`src/rtl/vend_pkg.sv`:
```
package vend_pkg;
  // Credit is a count of nickels; full scale is the sale threshold.
  localparam int unsigned CREDIT_W = 2;

  typedef logic [CREDIT_W-1:0] credit_t;

  localparam credit_t CREDIT_ZERO = '0;
  localparam credit_t CREDIT_FULL = '1;
  localparam credit_t STEP_NONE   = credit_t'(0);
  localparam credit_t STEP_NICKEL = credit_t'(1);
  localparam credit_t STEP_DIME   = credit_t'(2);
endpackage

```
`src/rtl/vend_coin_decode.sv`:
```
module vend_coin_decode
  import vend_pkg::*;
(
  input  logic    coin_nickel,
  input  logic    coin_dime,
  output credit_t step
);
  // Exactly one sensor active selects a step; none or both give no step.
  always_comb begin
    step = STEP_NONE;
    if (coin_nickel && !coin_dime) begin
      step = STEP_NICKEL;
    end else if (coin_dime && !coin_nickel) begin
      step = STEP_DIME;
    end
  end
endmodule

```
`src/rtl/vend_credit_next.sv`:
```
module vend_credit_next
  import vend_pkg::*;
(
  input  credit_t credit_q,
  input  credit_t step,
  output credit_t credit_d,
  output logic    credit_en,
  output logic    release_d
);
  localparam int unsigned SUM_W = CREDIT_W + 1;

  logic [SUM_W-1:0] sum;
  logic             at_full;

  assign at_full = (credit_q == CREDIT_FULL);
  assign sum     = {1'b0, credit_q} + {1'b0, step};

  always_comb begin
    if (at_full) begin
      credit_d = CREDIT_ZERO;               // sale done, drop any coin
    end else if (sum >= {1'b0, CREDIT_FULL}) begin
      credit_d = CREDIT_FULL;               // saturate, surplus absorbed
    end else begin
      credit_d = sum[CREDIT_W-1:0];
    end
  end

  // Register only moves on a coin or when leaving the full state.
  assign credit_en = at_full || (step != STEP_NONE);
  assign release_d = !at_full && (credit_d == CREDIT_FULL);
endmodule

```
`src/rtl/vend_credit_ctrl.sv`:
```
module vend_credit_ctrl
  import vend_pkg::*;
(
  input  logic clk,
  input  logic rst_n,
  input  logic coin_nickel,
  input  logic coin_dime,
  output logic release_o
);
  credit_t step;
  credit_t credit_q;
  credit_t credit_d;
  logic    credit_en;
  logic    release_d;
  logic    release_q;

  vend_coin_decode u_decode (
    .coin_nickel (coin_nickel),
    .coin_dime   (coin_dime),
    .step        (step)
  );

  vend_credit_next u_next (
    .credit_q  (credit_q),
    .step      (step),
    .credit_d  (credit_d),
    .credit_en (credit_en),
    .release_d (release_d)
  );

  always_ff @(posedge clk or negedge rst_n) begin
    if (!rst_n) begin
      credit_q <= CREDIT_ZERO;
    end else if (credit_en) begin
      credit_q <= credit_d;
    end
  end

  always_ff @(posedge clk or negedge rst_n) begin
    if (!rst_n) begin
      release_q <= 1'b0;
    end else begin
      release_q <= release_d;
    end
  end

  assign release_o = release_q;
endmodule

```
`config.mk`:
```
export PLATFORM = sky130hd
export DESIGN_NAME = vend_credit_ctrl
export DESIGN_NICKNAME = d
export VERILOG_FILES = /design/src/rtl/vend_pkg.sv /design/src/rtl/vend_coin_decode.sv /design/src/rtl/vend_credit_next.sv /design/src/rtl/vend_credit_ctrl.sv
export SDC_FILE = /design/constraint.sdc
export NUM_CORES = 1
export LEC_CHECK = 0
export CAP_MARGIN = 20
export CELL_PAD_IN_SITES_DETAIL_PLACEMENT = 1
export CELL_PAD_IN_SITES_GLOBAL_PLACEMENT = 1
export CORE_AREA = 10 10 47 49
export CTS_CLUSTER_SIZE = 12
export DETAILED_ROUTE_END_ITERATION = 8
export DIE_AREA = 0 0 57 59
export PLACE_DENSITY_LB_ADDON = 0.25
export SETUP_SLACK_MARGIN = 0.15
export SYNTH_ARGS = -nofsm -noshare
export SYNTH_HDL_FRONTEND = slang
export SYNTH_HIERARCHICAL = 1
export SYNTH_SLANG_ARGS = --single-unit
```
`constraint.sdc`:
```
create_clock -name clk -period 2.3 [get_ports clk]
set_input_delay 0.23 -clock clk [delete_from_list [all_inputs] [get_ports clk]]
set_output_delay 0.23 -clock clk [all_outputs]
set_load 0.05 [all_outputs]
```
==> run metrics <==
# clock sinks 3; # port buffers 4; Final Critical Period 1.82 ns; vias after detailed routing 144; vias in the first global route 170; post-DR vias/cell 3.60; Setup CP Type input pin to flip-flop; CTS tree built; Comb pwr share 44.4%; sequential cell area fraction in the yosys report 41.4%; endpoints failing setup 0; clock share of power 24.9%; Slew @ Worst Pin 0.520 ns; Final HPWL DP 334 um; Worst Path Arrival 1.93 ns; Routed WL 430 um; Max-slew headroom 65.2%; Syn-to-layout area delta 47.6%; crit-path max FO 2; 1st-pass router iterations 3; mapped cell area 181 um2; #FFs+latches synth 3; Reg2Reg Capture Point credit_q[1]; max-cap viol count 0; Ports 5; Setup Total Neg Slack 0 ns; Initial Utilization 12.9%; Req. time, crit path 2.41 ns; global placement routability congestion 0.575; Wirelength per Cell 10.8 um; Mean Syn Cell Area 11.3 um2; synth unique cells 9; post-CTS sizing 0; Reg power frac 30.7%; initial antenna violation count 0; syn_nets 22; fmax 549 MHz; die footprint 3360 um2; Peak VDD IR 0.353 mV; r2r startpoint credit_q[0]; Hold WC Path Type input pin to async pin; CTS Buf Count 3; clock slew at reported path FFs 0.04 ns; Final Hold Vio Count 0; Crit. Startpoint coin_nickel; post-cts hold buffer count 0; global-route wire length before repair 738 um; Syn. warnings 6; leakage power 0.117 nW; RSZ-0062 raised after global routing false; Register-to-Register Setup Slack 0.66 ns; run status finished clean; H-tree levels 1; Die Ht 59 um; Setup crit end credit_q[1]; fin nets 31; Final Max Tran Viols 0; maximum number of pins on one net before global-route repair 7; Root Driver clkbuf_4; Worst setup EP type flip-flop; Clock Skew 0.00302 ns; diode count 0; Post-Syn Instances 16; PD cells 1360 nW/um2; Rows 14; Core Box Area 1400 um2; Worst-Skew Late Latency 0.23 ns; initial DRC count 1; switch share 38.7%; Setup Buffers After CTS 0; most frequent cells in the layout clkdlybuf4s50_1, a21oi_1, clkbuf_4, dfrtp_1; switching power 0.141 mW; Max Root-Sink Buffers 2; Layout Utilization 19.1%; final worst path period share 79.2%; layout cells sized above 1 25.0%; drt drc 0; Reg2Reg Depth 5; CP Launch Type input pin; DRT antenna net count 0; Tot GR Track Use 3.16%; grt total ovfl 0; die width 57 um; P_int 0.223 mW
==> cell type report <==
class,count,area [um2]
Clock buffer,4,26.3
Fill cell,170,1130
Tap cell,16,20.0
Timing Repair Buffer,4,40.0
Sequential cell,3,75.1
Multi-Input combinational cell,13,106
==> worst max-delay path, stage by stage <==
cell             delay [ns]
clkdlybuf4s50_1        0.46
nor2b_1                0.20
ha_1                   0.19
fa_1                   0.44
nor2_1                 0.11
a21oi_1                0.04
mux2_2                 0.26
==> kinds of logic after synthesis <==
group	share of synthesized area, %
AOI/OAI and AO/OA	15.9
adders and majority gates	17.9
DFF	41.4
muxes	12.4
and+or+nand+nor	12.4
==> stage by stage <==
stage | worst slack, ns | cells | area (um2) | hold WS (ns) | power [mW]
global placement | 0.261 | 36 | 241 | 0.418 | 0.270
detailed placement | 0.224 | 36 | 241 | 0.422 | 0.273
global route | 0.370 | 40 | 268 | 0.164 | 0.402
CTS | 0.470 | 40 | 268 | 0.167 | 0.374
finish | 0.478 | 40 | 268 | 0.177 | 0.364
floorplan | 0.758 | 16 | 181 | -0.0656 | 0.224
==> worst min-delay path by stage <==
stage / to / slack [ns]
floorplan: credit_q[0] / -0.07
global placement: release_o / 0.42
detailed placement: release_o / 0.42
CTS: credit_q[0] / 0.17
global route: release_o / 0.16
finish: credit_q[0] / 0.18
==> power by group through the flow <==
stage / registers, mW / logic, mW / clock network [mW]
after floorplan: 0.132 / 0.0920 / 0
after global placement: 0.111 / 0.159 / 0
after detailed placement: 0.112 / 0.161 / 0
after global routing: 0.115 / 0.180 / 0.107
after CTS: 0.111 / 0.164 / 0.0984
final: 0.112 / 0.161 / 0.0907
==> layer usage <==
layer  vias to the layer above  part of all wire [%]  GRT usage, %
met5                         -                     0             0
met1                        65                    47          2.62
li1                         74                     -             -
met2                         5                    41          3.88
met3                         0                    12          3.00
met4                         0                     0          4.03
==> registers in the layout, indices dropped and copies added, names as in the netlist <==
signal and flops:
credit_q 2, release_o 1
==> synthesized netlist by cell type <==
library cell	number	area, um2
a21oi_1	4	20.0
dfrtp_1	3	75.1
mux2_2	2	22.5
nor2_1	2	7.51
a211o_1	1	8.76
and2b_2	1	8.76
fa_1	1	20.0
ha_1	1	12.5
nor2b_1	1	6.26
Note: power is estimated with default switching activity, not from simulation.
